### src/rtl/bbrk_pkg.sv
package bbrk_pkg;

  // Two-bit attribute selector: one value per polarity, the rest accept both
  typedef enum logic [1:0] {
    SEL_ANY  = 2'b00,
    SEL_LOW  = 2'b01,
    SEL_HIGH = 2'b10,
    SEL_BOTH = 2'b11
  } sel_e;

  // Register indices
  localparam logic [3:0] IDX_ADDR_A  = 4'd0;
  localparam logic [3:0] IDX_MASK_A  = 4'd1;
  localparam logic [3:0] IDX_COND_A  = 4'd2;
  localparam logic [3:0] IDX_ADDR_B  = 4'd3;
  localparam logic [3:0] IDX_MASK_B  = 4'd4;
  localparam logic [3:0] IDX_COND_B  = 4'd5;
  localparam logic [3:0] IDX_DATA_B  = 4'd6;
  localparam logic [3:0] IDX_DMASK_B = 4'd7;
  localparam logic [3:0] IDX_CTRL    = 4'd8;
  localparam logic [3:0] IDX_COUNT   = 4'd9;

  // Condition register field positions
  localparam int C_ASID_EN = 8;
  localparam int C_TYPE_LO = 9;
  localparam int C_DIR_LO  = 11;
  localparam int C_SIZE_LO = 13;
  localparam int C_AFTER   = 15;
  localparam int COND_W    = 16;

  // Control register bit positions
  localparam int K_EN_A   = 0;
  localparam int K_EN_B   = 1;
  localparam int K_SEQ    = 2;
  localparam int K_CNT    = 3;
  localparam int K_DATA   = 4;
  localparam int K_FLAG_A = 8;
  localparam int K_FLAG_B = 9;

  // Attribute filter: LOW accepts a 0 attribute, HIGH accepts a 1
  function automatic logic sel_ok(input logic [1:0] sel, input logic attr);
    case (sel_e'(sel))
      SEL_LOW:  sel_ok = ~attr;
      SEL_HIGH: sel_ok = attr;
      default:  sel_ok = 1'b1;
    endcase
  endfunction

endpackage

### src/rtl/bbrk_chan.sv
module bbrk_chan #(
  parameter int ADDR_W = 32,
  parameter int DATA_W = 32,
  parameter int ASID_W = 8
) (
  input  logic                      clk,
  input  logic                      rst_n,
  input  logic                      en,
  input  logic [ADDR_W-1:0]         ref_addr,
  input  logic [ADDR_W-1:0]         addr_mask,
  input  logic [bbrk_pkg::COND_W-1:0] cond,
  input  logic                      data_en,
  input  logic [DATA_W-1:0]         ref_data,
  input  logic [DATA_W-1:0]         data_mask,
  input  logic                      cyc_valid,
  input  logic [ADDR_W-1:0]         cyc_addr,
  input  logic [ASID_W-1:0]         cyc_asid,
  input  logic [DATA_W-1:0]         cyc_data,
  input  logic                      cyc_fetch,
  input  logic                      cyc_write,
  input  logic                      cyc_long,
  input  logic                      cyc_after,
  output logic                      hit
);
  import bbrk_pkg::*;

  // Masked equality: a mask bit of 1 makes the bit don't-care
  function automatic logic addr_eq(input logic [ADDR_W-1:0] a,
                                   input logic [ADDR_W-1:0] r,
                                   input logic [ADDR_W-1:0] m);
    addr_eq = ((a ^ r) & ~m) == '0;
  endfunction

  function automatic logic data_eq(input logic [DATA_W-1:0] d,
                                   input logic [DATA_W-1:0] r,
                                   input logic [DATA_W-1:0] m);
    data_eq = ((d ^ r) & ~m) == '0;
  endfunction

  logic eff_write, addr_ok, type_ok, dir_ok, size_ok, time_ok, asid_ok, data_ok;

  always_comb begin
    eff_write = cyc_write & ~cyc_fetch;
    addr_ok   = addr_eq(cyc_addr, ref_addr, addr_mask);
    type_ok   = sel_ok(cond[C_TYPE_LO +: 2], ~cyc_fetch);
    dir_ok    = sel_ok(cond[C_DIR_LO +: 2], eff_write);
    size_ok   = sel_ok(cond[C_SIZE_LO +: 2], cyc_long);
    time_ok   = ~cyc_fetch | (cond[C_AFTER] == cyc_after);
    asid_ok   = ~cond[C_ASID_EN] | (cyc_asid == cond[ASID_W-1:0]);
    data_ok   = ~data_en | data_eq(cyc_data, ref_data, data_mask);
    hit = en & cyc_valid & addr_ok & type_ok & dir_ok & size_ok
        & time_ok & asid_ok & data_ok;
  end

  // a write-only channel never matches a fetch
  p_fetch_not_write_r2: assert property (@(posedge clk) disable iff (!rst_n)
    (cyc_fetch && cond[C_DIR_LO +: 2] == SEL_HIGH) |-> !hit);

  // a disabled channel stays silent
  p_off_silent_r10: assert property (@(posedge clk) disable iff (!rst_n)
    !en |-> !hit);

endmodule

### src/rtl/bbrk_seq.sv
module bbrk_seq #(
  parameter int CNT_W = 12
) (
  input  logic             clk,
  input  logic             rst_n,
  input  logic             seq_mode,
  input  logic             cnt_en,
  input  logic             hit_a,
  input  logic             hit_b,
  input  logic             ctrl_wr,
  input  logic             cnt_wr,
  input  logic [CNT_W-1:0] cnt_wdata,
  output logic             armed,
  output logic [CNT_W-1:0] cnt_left,
  output logic             brk_req,
  output logic [1:0]       brk_src
);

  // Saturating decrement of the execution counter
  function automatic logic [CNT_W-1:0] cnt_step(input logic [CNT_W-1:0] c);
    cnt_step = (c == '0) ? '0 : c - 1'b1;
  endfunction

  // Counter at or below one lets the match through
  function automatic logic cnt_due(input logic [CNT_W-1:0] c);
    cnt_due = (c <= CNT_W'(1));
  endfunction

  logic b_cand, fire_a, fire_b;

  always_comb begin
    b_cand = hit_b & (~seq_mode | armed);
    fire_b = b_cand & (~cnt_en | cnt_due(cnt_left));
    fire_a = hit_a & ~seq_mode;
  end

  always_ff @(posedge clk or negedge rst_n) begin
    if (!rst_n) begin
      armed    <= 1'b0;
      cnt_left <= '0;
      brk_req  <= 1'b0;
      brk_src  <= 2'b00;
    end else begin
      if (ctrl_wr || fire_b)     armed <= 1'b0;
      else if (seq_mode && hit_a) armed <= 1'b1;

      if (cnt_wr)                cnt_left <= cnt_wdata;
      else if (cnt_en && b_cand) cnt_left <= cnt_step(cnt_left);

      brk_src <= {fire_b, fire_a};
      brk_req <= fire_a | fire_b;
    end
  end

  // an independent A match fires on the next cycle
  p_a_fires_r6: assert property (@(posedge clk) disable iff (!rst_n)
    (!seq_mode && hit_a) |=> (brk_req && brk_src[0]));

  // nothing fires in sequential mode until armed
  p_unarmed_quiet_r7: assert property (@(posedge clk) disable iff (!rst_n)
    (seq_mode && !armed) |=> !brk_req);

  // firing disarms the sequence
  p_fire_disarms_r7: assert property (@(posedge clk) disable iff (!rst_n)
    (seq_mode && armed && hit_b && !cnt_en) |=> !armed);

  // matches are absorbed while more than one execution remains
  p_count_absorb_r8: assert property (@(posedge clk) disable iff (!rst_n)
    (cnt_en && cnt_left > CNT_W'(1)) |=> !brk_src[1]);

endmodule

### src/rtl/bus_break_unit.sv
module bus_break_unit #(
  parameter int ADDR_W = 32,
  parameter int DATA_W = 32,
  parameter int ASID_W = 8,
  parameter int CNT_W  = 12
) (
  input  logic              clk,
  input  logic              rst_n,
  input  logic              reg_wr,
  input  logic [3:0]        reg_idx,
  input  logic [31:0]       reg_wdata,
  output logic [31:0]       reg_rdata,
  input  logic              cyc_valid,
  input  logic [ADDR_W-1:0] cyc_addr,
  input  logic [ASID_W-1:0] cyc_asid,
  input  logic [DATA_W-1:0] cyc_data,
  input  logic              cyc_fetch,
  input  logic              cyc_write,
  input  logic              cyc_long,
  input  logic              cyc_after,
  output logic              brk_req,
  output logic [1:0]        brk_src
);
  import bbrk_pkg::*;

  localparam int NCH = 2;
  localparam int RW  = 32;

  logic [ADDR_W-1:0] addr_q [NCH];
  logic [ADDR_W-1:0] amask_q[NCH];
  logic [COND_W-1:0] cond_q [NCH];
  logic [DATA_W-1:0] dref_q, dmask_q;
  logic [NCH-1:0]    en_q, flag_q, hit;
  logic              seq_q, cnt_en_q, data_en_q;
  logic              ctrl_wr, cnt_wr, armed;
  logic [CNT_W-1:0]  cnt_left;

  assign ctrl_wr = reg_wr && reg_idx == IDX_CTRL;
  assign cnt_wr  = reg_wr && reg_idx == IDX_COUNT;

  // Per-channel register indices follow a stride of three
  function automatic logic [3:0] base_idx(input int ch);
    base_idx = 4'(ch * 3);
  endfunction

  for (genvar c = 0; c < NCH; c++) begin : g_ch
    always_ff @(posedge clk or negedge rst_n) begin
      if (!rst_n) begin
        addr_q[c]  <= '0;
        amask_q[c] <= '0;
        cond_q[c]  <= '0;
      end else if (reg_wr) begin
        if (reg_idx == base_idx(c))      addr_q[c]  <= reg_wdata[ADDR_W-1:0];
        if (reg_idx == base_idx(c) + 1)  amask_q[c] <= reg_wdata[ADDR_W-1:0];
        if (reg_idx == base_idx(c) + 2)  cond_q[c]  <= reg_wdata[COND_W-1:0];
      end
    end

    // Only channel B carries the data comparator
    bbrk_chan #(.ADDR_W(ADDR_W), .DATA_W(DATA_W), .ASID_W(ASID_W)) u_chan (
      .clk       (clk),
      .rst_n     (rst_n),
      .en        (en_q[c]),
      .ref_addr  (addr_q[c]),
      .addr_mask (amask_q[c]),
      .cond      (cond_q[c]),
      .data_en   ((c == 1) ? data_en_q : 1'b0),
      .ref_data  (dref_q),
      .data_mask (dmask_q),
      .cyc_valid (cyc_valid),
      .cyc_addr  (cyc_addr),
      .cyc_asid  (cyc_asid),
      .cyc_data  (cyc_data),
      .cyc_fetch (cyc_fetch),
      .cyc_write (cyc_write),
      .cyc_long  (cyc_long),
      .cyc_after (cyc_after),
      .hit       (hit[c])
    );

    // Sticky flag: write 0 clears, a match in the same cycle wins
    always_ff @(posedge clk or negedge rst_n) begin
      if (!rst_n)        flag_q[c] <= 1'b0;
      else if (hit[c])   flag_q[c] <= 1'b1;
      else if (ctrl_wr)  flag_q[c] <= flag_q[c] & reg_wdata[K_FLAG_A + c];
    end
  end

  always_ff @(posedge clk or negedge rst_n) begin
    if (!rst_n) begin
      dref_q    <= '0;
      dmask_q   <= '0;
      en_q      <= '0;
      seq_q     <= 1'b0;
      cnt_en_q  <= 1'b0;
      data_en_q <= 1'b0;
    end else if (reg_wr) begin
      if (reg_idx == IDX_DATA_B)  dref_q  <= reg_wdata[DATA_W-1:0];
      if (reg_idx == IDX_DMASK_B) dmask_q <= reg_wdata[DATA_W-1:0];
      if (ctrl_wr) begin
        en_q      <= {reg_wdata[K_EN_B], reg_wdata[K_EN_A]};
        seq_q     <= reg_wdata[K_SEQ];
        cnt_en_q  <= reg_wdata[K_CNT];
        data_en_q <= reg_wdata[K_DATA];
      end
    end
  end

  bbrk_seq #(.CNT_W(CNT_W)) u_seq (
    .clk       (clk),
    .rst_n     (rst_n),
    .seq_mode  (seq_q),
    .cnt_en    (cnt_en_q),
    .hit_a     (hit[0]),
    .hit_b     (hit[1]),
    .ctrl_wr   (ctrl_wr),
    .cnt_wr    (cnt_wr),
    .cnt_wdata (reg_wdata[CNT_W-1:0]),
    .armed     (armed),
    .cnt_left  (cnt_left),
    .brk_req   (brk_req),
    .brk_src   (brk_src)
  );

  always_comb begin
    reg_rdata = '0;
    case (reg_idx)
      IDX_ADDR_A:  reg_rdata = RW'(addr_q[0]);
      IDX_MASK_A:  reg_rdata = RW'(amask_q[0]);
      IDX_COND_A:  reg_rdata = RW'(cond_q[0]);
      IDX_ADDR_B:  reg_rdata = RW'(addr_q[1]);
      IDX_MASK_B:  reg_rdata = RW'(amask_q[1]);
      IDX_COND_B:  reg_rdata = RW'(cond_q[1]);
      IDX_DATA_B:  reg_rdata = RW'(dref_q);
      IDX_DMASK_B: reg_rdata = RW'(dmask_q);
      IDX_CTRL: begin
        reg_rdata[K_EN_A]   = en_q[0];
        reg_rdata[K_EN_B]   = en_q[1];
        reg_rdata[K_SEQ]    = seq_q;
        reg_rdata[K_CNT]    = cnt_en_q;
        reg_rdata[K_DATA]   = data_en_q;
        reg_rdata[K_FLAG_A] = flag_q[0];
        reg_rdata[K_FLAG_B] = flag_q[1];
      end
      IDX_COUNT:   reg_rdata = RW'(cnt_left);
      default:     reg_rdata = '0;
    endcase
  end

  // a set flag survives until a CTRL write
  p_flag_a_holds_r9: assert property (@(posedge clk) disable iff (!rst_n)
    (flag_q[0] && !ctrl_wr) |=> flag_q[0]);
  p_flag_b_holds_r9: assert property (@(posedge clk) disable iff (!rst_n)
    (flag_q[1] && !ctrl_wr) |=> flag_q[1]);

  // a CTRL write drops the armed state
  p_ctrl_disarms_r7: assert property (@(posedge clk) disable iff (!rst_n)
    ctrl_wr |=> !armed);

endmodule

### config.mk
export PLATFORM = sky130hd
export DESIGN_NAME = bus_break_unit
export DESIGN_NICKNAME = d
export VERILOG_FILES = /design/src/rtl/bbrk_pkg.sv /design/src/rtl/bbrk_chan.sv /design/src/rtl/bbrk_seq.sv /design/src/rtl/bus_break_unit.sv
export SDC_FILE = /design/constraint.sdc
export NUM_CORES = 1
export LEC_CHECK = 0
export ABC_AREA = 1
export BUFFER_PORTS_ARGS = -buffer_cell sky130_fd_sc_hd__clkbuf_2
export CAP_MARGIN = 20
export CORE_ASPECT_RATIO = 1.4
export CORE_MARGIN = 8
export CORE_UTILIZATION = 64
export CTS_CLUSTER_DIAMETER = 60
export DETAILED_ROUTE_END_ITERATION = 16
export PLACE_DENSITY = 0.86
export SYNTH_ARGS = -nofsm -noshare
export SYNTH_HDL_FRONTEND = slang
export SYNTH_SLANG_ARGS = --single-unit
### constraint.sdc
create_clock -name clk -period 4.4 [get_ports clk]
set_clock_uncertainty 0.15 [all_clocks]
set_input_delay 0.66 -clock clk [delete_from_list [all_inputs] [get_ports clk]]
set_output_delay 0.66 -clock clk [all_outputs]
set_load 0.03 [all_outputs]
# Yosys cells after proc, flatten, opt, wreduce, memory -nomap -nowiden
# Cells that the tools add are included.
# totals
word_cells	133
ff_bits	247
output_inout_bits	35
inputBits	116
# classes
n_reduce_logical	23
addsub	1
n_eq_ne	25
n_lt_le_gt_ge	1
bitwise	46
muxes	19
# op_table
op	n
$pmux W22 S9	1
$and A32 B32 Y32	3
$logic_not A32 Y1	3
$not A32 Y32	3
$xor A32 B32 Y32	3
$pmux W5 S10	1
$mux W12	3
$pmux W3 S9	1
$and A1 B1 Y1	21
$pmux W2 S10	1
$reduce_and A2 Y1	9
$eq A4 B3 Y1 const B	4
$eq A8 B8 Y1	2
$eq A2 B1 Y1 const B	6
$eq A2 B2 Y1 const B	6
$le A12 B1 Y1 const B	1
$logic_not A12 Y1	1
$pmux W1 S2	6
$sub A12 B1 Y12 const B	1
$eq A4 B2 Y1 const B	2
$eq A4 B4 Y1 const B	2
$not A1 Y1	8
$or A1 B1 Y1	8
$reduce_bool A2 Y1	4
6 further kinds	15

# Depth between registers and ports, before layout
# Gate-level depths: netlist (run 1).
# logic_depth
ltp_word	14
ltp_mapped	14
depth_no_buf	13

# By module
# Synthesis (run 1) repeated with hierarchy kept, for this count alone.
# hier_totals
hier_cells	2228
area_unflattened_um2	15055.7
# modules_own_cells
mod	area_each_um2	n_inst	seq_area_each_um2	cells_per_inst
bus_break_unit	10450.0	1	5780.5	1301
bbrk_chan	1726.7	2	0.0	381
bbrk_seq	1152.4	1	400.4	165

# Worst setup path after synthesis (run 1)
# OpenSTA, ideal clock, no wires.
# synth_path
path_kind	input to output
startpoint	input reg_idx[3]
endpoint	output reg_rdata[28]
slack_ns	1.487
path_stages	6
t_required_ns	3.590
path_buffers	1
arrival_time_ns	2.103
cell_sequence	nor2_1 -> inv_2 -> nor2_2 -> clkbuf_1 -> inv_1 -> o21ai_0
# synth_between
elab_chain_len	2
word_cells_on_any_way	10
classes_between	eq/ne (8); mux (1); reduce/logical (1)
# synth_rtl
element	line	text
start: declaration	bus_break_unit.sv:10	input logic [3:0] reg_idx,
$eq A4 B4 Y1, or another cell as far along	bus_break_unit.sv:127	case (reg_idx)
$pmux W22 S9 (*)	bus_break_unit.sv:127	
end: declaration	bus_break_unit.sv:12	output logic [31:0] reg_rdata,
# Every way passes the cells marked *; elsewhere a longest branch is shown, timed or not.

# Final worst setup path (run 1)
# Ends and elaborated chain as after synthesis.

==> results of run 1 <==
==> routing by layer <==
layer | GRT usage [%] | wire length, µm | vias to the layer above
met4 | 27.6 | 3970 | 0
met5 | 0 | 0 | -
li1 | - | - | 5947
met1 | 42.3 | 15800 | 6181
met3 | 5.02 | 4220 | 252
met2 | 57.0 | 21000 | 879
==> power by group <==
| group | switching, W | internal (W) | leakage, nW |
|---|---|---|---|
| Combinational | 0.00120 | 0.000688 | 3.99 |
| Sequential | 0.000475 | 0.00275 | 3.15 |
| Clock | 0.000872 | 0.00105 | 0.345 |
| Total | 0.00255 | 0.00449 | 7.49 |
==> cell usage in the layout, fill, tap and decap left out, drive strengths merged <==
cell type and count:
ha 15, o2111ai 9, nor3 2, clkbuf 184
nand2 549, nand4 21, o22ai 43, inv 205
clkinv 5, xor2 9, o221ai 1, a21oi 58
buf 18, xnor2 22, nand3 46, nor4 1
o21ai 281, a221oi 26, or2 7, nand3b 12
o211ai 6, a32o 2, o31ai 2, dfrtp 247
a22o 2, nor2 110
==> kinds of logic after synthesis <==
| family | after synthesis | share of synthesized area, % |
|---|---|---|
| buffers and inverters | 271 | 8.09 |
| adder cells (fa/ha/maj) | 15 | 1.42 |
| AND/OR/NAND/NOR | 748 | 23.5 |
| XOR/XNOR | 31 | 2.05 |
| AO/OA/AOI/OAI | 430 | 18.1 |
| flip-flops | 247 | 46.8 |
==> worst max-delay path, delay by kind of cell <==
kind | cells | cell delay [ps]
compound gates | 3 | 530
simple gates | 2 | 620
buf+inv | 5 | 790
==> state kept, by name (all words and copies together) (netlist names) <==
register	count
flag_q	2
data_en_q	1
dmask_q	32
en_q	2
u_seq.brk_req	1
u_seq.brk_src	2
u_seq.armed	1
u_seq.cnt_left	12
cnt_en_q	1
cond_q	32
addr_q	64
dref_q	32
amask_q	64
seq_q	1
==> per-stage QoR <==
| stage | instances | total power (W) | area, µm² |
|---|---|---|---|
| after floorplan | 1742 | 0.00439 | 13200 |
| after CTS | 2139 | 0.00700 | 14900 |
| after detailed placement | 2099 | 0.00509 | 14200 |
| after global routing | 2139 | 0.00739 | 14900 |
| final | 2139 | 0.00704 | 14900 |
| after global placement | 2098 | 0.00500 | 14100 |
==> worst paths after layout <==
check / start / end / slack, ps / depth (start not counted)
worst max-delay path: reg_idx[3] / reg_rdata[28] / 980 / 10
worst min-delay path: rst_n / dmask_q[4] / 50 / 1
worst max register to register: addr_q[31] / u_seq.cnt_left[9] / 1730 / 9
worst min register to register: dmask_q[17] / dmask_q[17] / 330 / 2
max in group asynchronous: rst_n / dref_q[16] / 2980 / 2
min in group clk: reg_wdata[9] / flag_q[1] / 270 / 3
==> area by class of cell <==
type | instances | area [µm²]
Tap cell | 256 | 320
Multi-Input combinational cell | 1224 | 5980
Inverter | 205 | 772
Clock inverter | 5 | 25.0
Timing Repair Buffer | 167 | 921
Sequential cell | 247 | 6180
Fill cell | 1626 | 5530
Clock buffer | 35 | 673
==> impl_results.rst, run 1 <==
.. list-table::
   :header-rows: 1

   * - Metric
     - Value
   * - Deepest level of the CTS H-tree
     - 1
   * - Max-slew violation total from the final report
     - 0
   * - Reported leakage power
     - 7.49 nW
   * - Drt via density
     - 6.20
   * - Number of global-route vias before repair
     - 12,910
   * - Sequential-to-total area share from yosys stat
     - 46.8%
   * - All-Layer GR Usage
     - 35.6%
   * - Buffers from clock root to sink, at most
     - 3
   * - Max-slew headroom at the worst pin
     - 30.1%
   * - CTS resizes
     - 0
   * - Number of hold buffers added after cts
     - 0
   * - Clock-pin slew of the registers on the worst-case setup and hold paths
     - 60 ps
   * - Nets
     - 2,000
   * - WS Path Type
     - in -> out
   * - Top-area cell type share of the netlist area
     - 46.8%
   * - 1st-iter DRT viols
     - 1,573
   * - Share of async-settable or async-resettable flops after synthesis
     - 100%
   * - Post-CTS Setup Inserts
     - 0
   * - Net count after synthesis
     - approximately 1,900
   * - Post-detailed-route wirelength per cell
     - around 21 µm
   * - Worst path required time
     - 3590 ps
   * - Worst Slack Setup Final
     - 983 ps
   * - Critical Path Sink Type
     - output port
   * - Final worst path period need
     - 3420 ps
   * - Final-layout setup total negative slack
     - 0 ps
   * - Leading cell types by total area after synthesis
     - sky130_fd_sc_hd__dfrtp_1, sky130_fd_sc_hd__nand2_1, sky130_fd_sc_hd__o21ai_0
   * - First-pass GRT wire length
     - 69,700 µm
   * - Final-report setup violation count
     - 0
   * - Result of the run
     - completed
   * - Most area-hungry cell type in the Yosys netlist
     - sky130_fd_sc_hd__dfrtp_1
   * - HPWL Detailed
     - 32,300 µm
   * - Port-buffer cells
     - 150
   * - Ordered cell list for the critical path
     - clkbuf_2 > inv_2 > nand2_1 > inv_2 > nand2_1 > buf_4 > o221ai_1 > a221oi_1 > o21ai_0 > clkbuf_2
   * - TritonCTS clock tree
     - done
   * - Final hold violation count
     - 0
   * - Peak Freq
     - 293 MHz
   * - Root buffer cell
     - sky130_fd_sc_hd__clkbuf_16
   * - Number of nets still failing antenna checks after routing
     - 0
   * - Fraction of final layout cells with drive strength greater than 1
     - between 10% and 20%
   * - Max incr delay on CP
     - around 460 ps
   * - Number of buffers added by the clock tree synthesis step
     - 24
   * - Diode insertion count for antenna repair
     - 0
   * - Most used standard cells in the synthesized netlist
     - sky130_fd_sc_hd__nand2_1, sky130_fd_sc_hd__dfrtp_1, sky130_fd_sc_hd__inv_1
   * - Total die area
     - 25,600 µm²
   * - Number of ports placed on the die boundary
     - 151
   * - Die width
     - 137 µm
   * - Crit start category
     - primary input
   * - Kind of path behind the tightest hold check
     - in -> async
   * - Vias post-DR
     - 13,259
   * - Clock insertion delay at the later pin of the skew report
     - 520 ps
   * - Number of distinct standard cells referenced by the synthesized netlist
     - 43
   * - Dominant cell by count in the synthesized netlist
     - sky130_fd_sc_hd__nand2_1
   * - Seq cells post-synth
     - 247
   * - Power Dens Cells
     - 474 nW/µm²
   * - Critical path arrival
     - about 2600 ps
   * - Number of synthesized flops with an enable pin
     - 0
   * - Maximum number of pins on one net before global-route repair
     - 117
   * - Total iterations of the first detailed-routing run
     - 6
   * - Main flop type after synthesis
     - sky130_fd_sc_hd__dfrtp_1
   * - Weighted congestion reported at the end of routability-driven placement
     - 0.989
   * - Number of max-cap violations
     - 0
   * - Total number of clock tree sinks
     - 247
   * - Maximum resistive drop on vdd
     - 0.000354 V
   * - Final design utilization
     - 72.9%
   * - Post-placement setup slack
     - 1000 ps
   * - Placement row count
     - 62
   * - Warnings from Yosys
     - 0
   * - Core region area
     - 20,400 µm²
   * - Maximum fanout encountered on the critical timing path
     - 12
   * - Initial Util
     - 64.8%
   * - Actual transition at the worst max-transition pin
     - about 1000 ps
   * - Synth Instances
     - 1,742
   * - Mapped cell area
     - 13,200 µm²
   * - Total congestion overflow
     - 0
   * - Final worst hold slack
     - 47.7 ps
   * - Setup repair after global routing missed its margin
     - false
   * - CP max-delay cell
     - sky130_fd_sc_hd__nand2_1
   * - Post-Synthesis Mean Instance Area
     - 7.59 µm²
   * - Initial antenna violation count
     - 0
   * - DRC viols
     - 0
   * - Drt total wl
     - 45,000 µm
   * - Area growth from synthesis to layout
     - 12.5%
   * - Post-route fraction of the period consumed by the critical path
     - 77.7%
   * - Die height
     - approximately 190 µm
Power figures use the tool's default switching activity.
==> inputs of run 2 (changes only) <==
--- a/config.mk
+++ b/config.mk
@@ -5,15 +5,15 @@
 export SDC_FILE = /design/constraint.sdc
 export NUM_CORES = 1
 export LEC_CHECK = 0
-export ABC_AREA = 1
+export ABC_AREA = 0
 export BUFFER_PORTS_ARGS = -buffer_cell sky130_fd_sc_hd__clkbuf_2
 export CAP_MARGIN = 20
 export CORE_ASPECT_RATIO = 1.4
 export CORE_MARGIN = 8
-export CORE_UTILIZATION = 64
+export CORE_UTILIZATION = 59
 export CTS_CLUSTER_DIAMETER = 60
 export DETAILED_ROUTE_END_ITERATION = 16
-export PLACE_DENSITY = 0.86
+export PLACE_DENSITY = 0.81
 export SYNTH_ARGS = -nofsm -noshare
 export SYNTH_HDL_FRONTEND = slang
 export SYNTH_SLANG_ARGS = --single-unit
==> constraint.sdc (replaced) <==
create_clock -name clk -period 3.2 [get_ports clk]
set_clock_uncertainty 0.15 [all_clocks]
set_input_delay 0.48 -clock clk [delete_from_list [all_inputs] [get_ports clk]]
set_output_delay 0.48 -clock clk [all_outputs]
set_load 0.03 [all_outputs]
==> impl_results.rst, run 2 <==
.. list-table::
   :header-rows: 1

   * - Metric
     - Value
   * - Commonest non-fill, non-tap cell in the layout
     - sky130_fd_sc_hd__dfrtp_1
   * - WS Path Type
     - reg -> reg
   * - Post-Synthesis Mean Instance Area
     - between 10 and 15 µm²
   * - Top Family by Delay on Critical Path
     - compound AO/OA/AOI/OAI gates
   * - Length in cells of the worst reg-to-reg path
     - 8
   * - Post-CTS Setup Inserts
     - 0
   * - Total number of clock tree sinks
     - 247
   * - Post-detailed-route wirelength per cell
     - 28.4 µm
   * - Peak Freq
     - 334 MHz
   * - Mapped cell area
     - 12,700 µm²
   * - Reg2reg setup slack
     - 200 ps
   * - Final-layout setup total negative slack
     - 0 ps
   * - Share of async-settable or async-resettable flops after synthesis
     - between 90% and 100%
   * - CP max-delay cell
     - sky130_fd_sc_hd__xnor2_1
   * - Vias post-DR
     - 10,107
   * - Dominant cell by count in the synthesized netlist
     - sky130_fd_sc_hd__dfrtp_1
   * - Warnings from Yosys
     - 0
   * - Result of the run
     - completed
   * - Fraction of final layout cells with drive strength greater than 1
     - 38.8%
   * - Actual transition at the worst max-transition pin
     - 821 ps
   * - Max-slew violation total from the final report
     - 0
   * - Highest-count cells in the layout ignoring fill and taps
     - sky130_fd_sc_hd__dfrtp_1, sky130_fd_sc_hd__mux2_2, sky130_fd_sc_hd__clkbuf_2
   * - Reg2reg end
     - u_seq.cnt_left[6]
   * - HPWL Detailed
     - 29,300 µm
   * - Tot Pwr
     - ~0.0099 W
   * - Die width
     - 140 µm
   * - Clock-pin slew of the registers on the worst-case setup and hold paths
     - 60 ps
   * - TritonCTS clock tree
     - done
   * - Setup repair after global routing missed its margin
     - false
   * - Biggest registers after layout
     - addr_q x64, amask_q x64
   * - Total iterations of the first detailed-routing run
     - 5
   * - Final standard cell count with taps included and fillers excluded
     - about 1,500
   * - Crit start category
     - register
   * - Maximum resistive drop on vdd
     - 0.000604 V
   * - Clock insertion delay at the later pin of the skew report
     - 530 ps
   * - Most used standard cells in the synthesized netlist
     - sky130_fd_sc_hd__dfrtp_1, sky130_fd_sc_hd__mux2_2, sky130_fd_sc_hd__xnor2_1
   * - Final hold violation count
     - 0
   * - Final worst hold slack
     - approximately 110 ps
   * - Maximum fanout encountered on the critical timing path
     - 23
   * - First-pass GRT wire length
     - 63,700 µm
   * - Ordered cell list for the critical path
     - xnor2_1 > o22ai_1 > nor4_2 > nand4_1 > a2111oi_4 > buf_4 > and3_2 > o22ai_1
   * - Top-area cell type share of the netlist area
     - 48.7%
   * - Count of placed standard cells including taps
     - ~1,400
   * - Most frequent cell on the critical path
     - sky130_fd_sc_hd__o22ai_1
   * - Leading cell types by total area after synthesis
     - sky130_fd_sc_hd__dfrtp_1, sky130_fd_sc_hd__mux2_2, sky130_fd_sc_hd__xnor2_1
   * - Nets
     - 1,330
   * - Reported leakage power
     - 6.39 nW
   * - DRC viols
     - 0
   * - Initial antenna violation count
     - 0
   * - Destination of the worst hold path
     - amask_q[26]
   * - Number of nets still failing antenna checks after routing
     - 0
   * - Seq cells post-synth
     - 247
   * - Sequential-to-total area share from yosys stat
     - 48.7%
   * - Power Dens Cells
     - 672 nW/µm²
   * - Number of synthesized flops with an enable pin
     - 0
   * - Number of global-route vias before repair
     - 10,639
   * - Root buffer cell
     - sky130_fd_sc_hd__clkbuf_16
   * - Max-slew headroom at the worst pin
     - a little under half
   * - Origin of the worst min-delay path
     - reg_wdata[26]
   * - Synth Instances
     - around 1,100
   * - Placement row count
     - 63
   * - Number of max-cap violations
     - 0
   * - Total congestion overflow
     - 0
   * - Maximum number of pins on one net before global-route repair
     - 68
   * - Core region area
     - between 20,000 and 25,000 µm²
   * - Final worst path period need
     - 3000 ps
   * - Net count after synthesis
     - between 1,000 and 1,500
   * - Number of distinct standard cells referenced by the synthesized netlist
     - 46
   * - Main flop type after synthesis
     - sky130_fd_sc_hd__dfrtp_1
   * - Kind of path behind the tightest hold check
     - in -> reg
   * - Most area-hungry cell type in the Yosys netlist
     - sky130_fd_sc_hd__dfrtp_1
   * - Final-report setup violation count
     - 0
   * - Drt total wl
     - 41,800 µm
   * - Initial Util
     - about three fifths
   * - Deepest level of the CTS H-tree
     - 1
   * - Port-buffer cells
     - 150
   * - Drt via density
     - 6.85
   * - Number of buffers added by the clock tree synthesis step
     - 25
   * - All-Layer GR Usage
     - 31.4%
   * - Critical Path Sink Type
     - register
   * - 1st-iter DRT viols
     - 1,068
   * - Die height
     - around 190 µm
   * - Post-route fraction of the period consumed by the critical path
     - 93.6%
   * - Weighted congestion reported at the end of routability-driven placement
     - 0.953
   * - Number of ports placed on the die boundary
     - 151
   * - RR Startpoint
     - dref_q[11]
   * - Critical path arrival
     - 3240 ps
   * - Max incr delay on CP
     - about 580 ps
   * - Worst path required time
     - between 3000 and 4000 ps
   * - Buffers from clock root to sink, at most
     - 3
   * - Number of buffers and inverters on the critical path
     - 1
   * - Total die area
     - ~27,000 µm²
   * - Diode insertion count for antenna repair
     - 0
   * - Area growth from synthesis to layout
     - 15.7%
   * - Hold path cells
     - 2
==> run 2: area by class of cell <==
type / count / area [µm²]
sequential: 247 / 6180
clock buffer: 38 / 724
clock inverter: 5 / 78.8
fill: 1559 / 6450
timing repair buffer: 181 / 1080
multi-input combinational: 729 / 6230
inverter: 15 / 56.3
tap: 260 / 325
==> run 2: layer usage <==
| layer | global-route usage (%) | wire length, µm | vias up |
|---|---|---|---|
| li1 | - | - | 4239 |
| met1 | 36.5 | 14700 | 4995 |
| met2 | 52.0 | 20100 | 663 |
| met3 | 6.07 | 3800 | 210 |
| met4 | 21.3 | 3200 | 0 |
| met5 | 0 | 0 | - |
==> run 2: worst max-delay path by stage <==
stage                 start                 to  slack (ps)  cells after the start
5_1_grt          dref_q[11]  u_seq.cnt_left[6]          40                      8
3_5_place_dp   cyc_data[13]  u_seq.cnt_left[6]         200                      9
6_report         dref_q[11]  u_seq.cnt_left[6]         200                      8
3_3_place_gp   cyc_data[13]  u_seq.cnt_left[6]         240                      9
4_1_cts          dref_q[13]  u_seq.cnt_left[6]         340                      8
2_1_floorplan    reg_idx[3]      reg_rdata[13]         450                      7
==> run 2: logic make-up after synthesis <==
kind of cell / Yosys count / share of synthesized area [%]
AOI/OAI and AO/OA: 217 / 12.4
and+or+nand+nor: 142 / 5.87
muxes: 241 / 21.3
DFF: 247 / 48.7
adders and majority gates: 15 / 1.48
buffers and inverters: 75 / 2.35
xor gates and xnor gates: 114 / 7.87
==> run 2: timing repair <==
action / CTS / global route
gates resized for setup: 0 / 0
hold buffers: 1 / 0
endpoints found under the hold margin: 63 / 0
==> run 2: through the flow <==
| stage | utilization, % | cell area, µm² | setup WS, ps |
|---|---|---|---|
| 3_5_place_dp | 65.6 | 13900 | 196 |
| 6_report | 69.5 | 14700 | 204 |
| 5_1_grt | 69.5 | 14700 | 38.7 |
| 3_3_place_gp | 65.6 | 13900 | 241 |
| 4_1_cts | 69.5 | 14700 | 337 |
| 2_1_floorplan | - | 12700 | 453 |
==> run 2: power breakdown <==
group | leakage [nW] | internal (W) | switching [W]
clock | 0.394 | 0.00171 | 0.00123
sequential | 3.02 | 0.00383 | 0.000771
combinational | 2.97 | 0.00114 | 0.00118
total | 6.39 | 0.00668 | 0.00318
==> inputs of run 3 (changes only) <==
--- a/config.mk
+++ b/config.mk
@@ -8,12 +8,15 @@
 export ABC_AREA = 0
 export BUFFER_PORTS_ARGS = -buffer_cell sky130_fd_sc_hd__clkbuf_2
 export CAP_MARGIN = 20
+export CELL_PAD_IN_SITES_DETAIL_PLACEMENT = 0
+export CELL_PAD_IN_SITES_GLOBAL_PLACEMENT = 1
 export CORE_ASPECT_RATIO = 1.4
 export CORE_MARGIN = 8
-export CORE_UTILIZATION = 59
+export CORE_UTILIZATION = 48
 export CTS_CLUSTER_DIAMETER = 60
+export CTS_CLUSTER_SIZE = 16
 export DETAILED_ROUTE_END_ITERATION = 16
-export PLACE_DENSITY = 0.81
+export PLACE_DENSITY_LB_ADDON = 0.1
 export SYNTH_ARGS = -nofsm -noshare
 export SYNTH_HDL_FRONTEND = slang
 export SYNTH_SLANG_ARGS = --single-unit
==> impl_results.rst, run 3 (synthesized netlist as in run 2, its figures left out) <==
.. list-table::
   :header-rows: 1

   * - Metric
     - Value
   * - Result of the run
     - completed
   * - Setup repair after global routing missed its margin
     - false
   * - Drt via density
     - 6.33
   * - Core region area
     - 26,100 µm²
   * - Post-detailed-route wirelength per cell
     - 28.6 µm
   * - WS Path Type
     - in -> out
   * - Diode insertion count for antenna repair
     - 0
   * - Worst path required time
     - 2570 ps
   * - Routed wire length on met2
     - between 20,000 and 25,000 µm
   * - Clock insertion delay at the later pin of the skew report
     - between 500 and 600 ps
   * - Die width
     - between 150 and 200 µm
   * - Total area of multi-input combinational cells
     - 6240 µm²
   * - Flip-flop and latch area
     - 6180 µm²
   * - Power Dens Cells
     - 640 nW/µm²
   * - Post-CTS Setup Inserts
     - 0
   * - Reg2reg end
     - u_seq.cnt_left[9]
   * - Number of max-cap violations
     - 0
   * - Routed met1 length
     - 17,200 µm
   * - Highest-count cells in the layout ignoring fill and taps
     - sky130_fd_sc_hd__dfrtp_1, sky130_fd_sc_hd__mux2_2, sky130_fd_sc_hd__clkbuf_2
   * - Fraction of final layout cells with drive strength greater than 1
     - 39.0%
   * - Metal3 WL
     - 2840 µm
   * - 1st-iter DRT viols
     - 720
   * - HPWL Detailed
     - 31,100 µm
   * - Maximum resistive drop on vdd
     - about 0.00047 V
   * - Initial antenna violation count
     - 0
   * - Actual transition at the worst max-transition pin
     - 886 ps
   * - Number of global-route vias before repair
     - approximately 10,000
   * - RR Startpoint
     - dref_q[13]
   * - Kind of path behind the tightest hold check
     - in -> reg
   * - Number of hold buffers added after cts
     - 1
   * - Number of ports placed on the die boundary
     - 151
   * - Biggest registers after layout
     - addr_q x64, amask_q x64
   * - Die height
     - 208 µm
   * - Nets
     - about 1,300
   * - Reported leakage power
     - 6.31 nW
   * - Root buffer cell
     - sky130_fd_sc_hd__clkbuf_16
   * - Buffers from clock root to sink, at most
     - 3
   * - Worst Slack Setup Final
     - roughly 280 ps
   * - Hold path cells
     - 2
   * - Critical path arrival
     - 2290 ps
   * - Highest routed metal layer
     - met4
   * - Post-placement setup slack
     - approximately 240 ps
   * - Total number of clock tree sinks
     - 247
   * - Fillers
     - 2,342
   * - Deepest level of the CTS H-tree
     - 1
   * - Total congestion overflow
     - 0
   * - Post-route fraction of the period consumed by the critical path
     - 91.2%
   * - First-pass GRT wire length
     - roughly 66,000 µm
   * - Total die area
     - 32,000 µm²
   * - Clock-pin slew of the registers on the worst-case setup and hold paths
     - 70 ps
   * - Origin of the worst min-delay path
     - reg_wdata[26]
   * - Destination of the worst hold path
     - addr_q[26]
   * - Final hold violation count
     - 0
   * - Commonest non-fill, non-tap cell in the layout
     - sky130_fd_sc_hd__dfrtp_1
   * - TritonCTS clock tree
     - done
   * - Placement row count
     - 70
   * - Maximum number of pins on one net before global-route repair
     - between 100 and 150
   * - All-Layer GR Usage
     - between 20% and 30%
   * - Area growth from synthesis to layout
     - 15.4%
   * - Drt total wl
     - 43,800 µm
   * - DRC viols
     - 0
   * - Reg2reg setup slack
     - 380 ps
   * - Crit start category
     - primary input
   * - Total iterations of the first detailed-routing run
     - 5
   * - Number of nets still failing antenna checks after routing
     - 0
   * - CTS resizes
     - 0
   * - Max-slew violation total from the final report
     - 0
   * - Final-report setup violation count
     - 0
   * - Final worst path period need
     - 2920 ps
   * - Peak Freq
     - 343 MHz
   * - Maximum fanout encountered on the critical timing path
     - 16
   * - Weighted congestion reported at the end of routability-driven placement
     - 0.903
   * - Initial Util
     - about half
   * - Max-slew headroom at the worst pin
     - 41.0%
   * - Length in cells of the worst reg-to-reg path
     - 8
   * - Number of buffers added by the clock tree synthesis step
     - 20
   * - Port-buffer cells
     - 150
   * - Critical Path Sink Type
     - output port
   * - CP startpoint
     - reg_idx[1]
   * - Final-layout setup total negative slack
     - 0 ps
   * - Vias post-DR
     - 9,686
## run 3: cell count changes in the layout (fill, tap and decap cells not counted)
cell | previous run | this run
sky130_fd_sc_hd__nor2_4 | 0 | 1
sky130_fd_sc_hd__nor2_2 | 5 | 4
sky130_fd_sc_hd__nand2_1 | 25 | 22
sky130_fd_sc_hd__buf_4 | 23 | 22
sky130_fd_sc_hd__inv_6 | 1 | 0
sky130_fd_sc_hd__clkbuf_16 | 25 | 21
sky130_fd_sc_hd__clkbuf_8 | 5 | 1
sky130_fd_sc_hd__clkbuf_1 | 8 | 3
sky130_fd_sc_hd__nand2_2 | 0 | 3
sky130_fd_sc_hd__buf_12 | 7 | 11
sky130_fd_sc_hd__clkinvlp_4 | 0 | 2
sky130_fd_sc_hd__bufinv_16 | 2 | 1
## run 3: area by class of cell
cell class | count | area share [%]
Clock buffer | 25 | 3.76
Sequential cell | 247 | 42.2
Inverter | 15 | 0.384
Multi-Input combinational cell | 729 | 42.6
Timing Repair Buffer | 184 | 7.89
Tap cell | 324 | 2.77
Clock inverter | 5 | 0.376
## run 3: per-stage QoR
stage	instances	instance area [µm²]	power (W)	utilization, %	hold slack [ps]
3_3_place_gp	1498	14000	0.00688	53.7	352
3_5_place_dp	1498	14000	0.00694	53.7	362
2_1_floorplan	1051	12700	0.00589	-	34.4
6_report	1529	14600	0.00937	56.1	132
5_1_grt	1529	14600	0.00974	56.1	142
4_1_cts	1529	14600	0.00941	56.1	122
## run 3: layer usage
| metal | GRT usage, % | vias to the layer above |
|---|---|---|
| li1 | - | 4226 |
| met5 | 0 | - |
| met4 | 9.96 | 0 |
| met3 | 3.82 | 71 |
| met2 | 47.2 | 401 |
| met1 | 33.6 | 4988 |
## run 3: worst max-delay path by stage
| stage | end |
|---|---|
| 2_1_floorplan | reg_rdata[13] |
| 3_3_place_gp | u_seq.cnt_left[6] |
| 3_5_place_dp | u_seq.cnt_left[6] |
| 4_1_cts | reg_rdata[1] |
| 5_1_grt | reg_rdata[1] |
| 6_report | reg_rdata[1] |
## run 3: critical path, cell delays in order
cell	delay, ps
sky130_fd_sc_hd__clkbuf_2	200
sky130_fd_sc_hd__nand2b_1	210
sky130_fd_sc_hd__nor2_2	70
sky130_fd_sc_hd__buf_4	220
sky130_fd_sc_hd__a22o_1	250
sky130_fd_sc_hd__a221oi_1	350
sky130_fd_sc_hd__nand4_1	250
sky130_fd_sc_hd__clkbuf_2	250
## run 3: power breakdown
| part | internal, W | switching (W) |
|---|---|---|
| clock network | 0.00129 | 0.00117 |
| registers | 0.00382 | 0.000745 |
| logic | 0.00115 | 0.00119 |
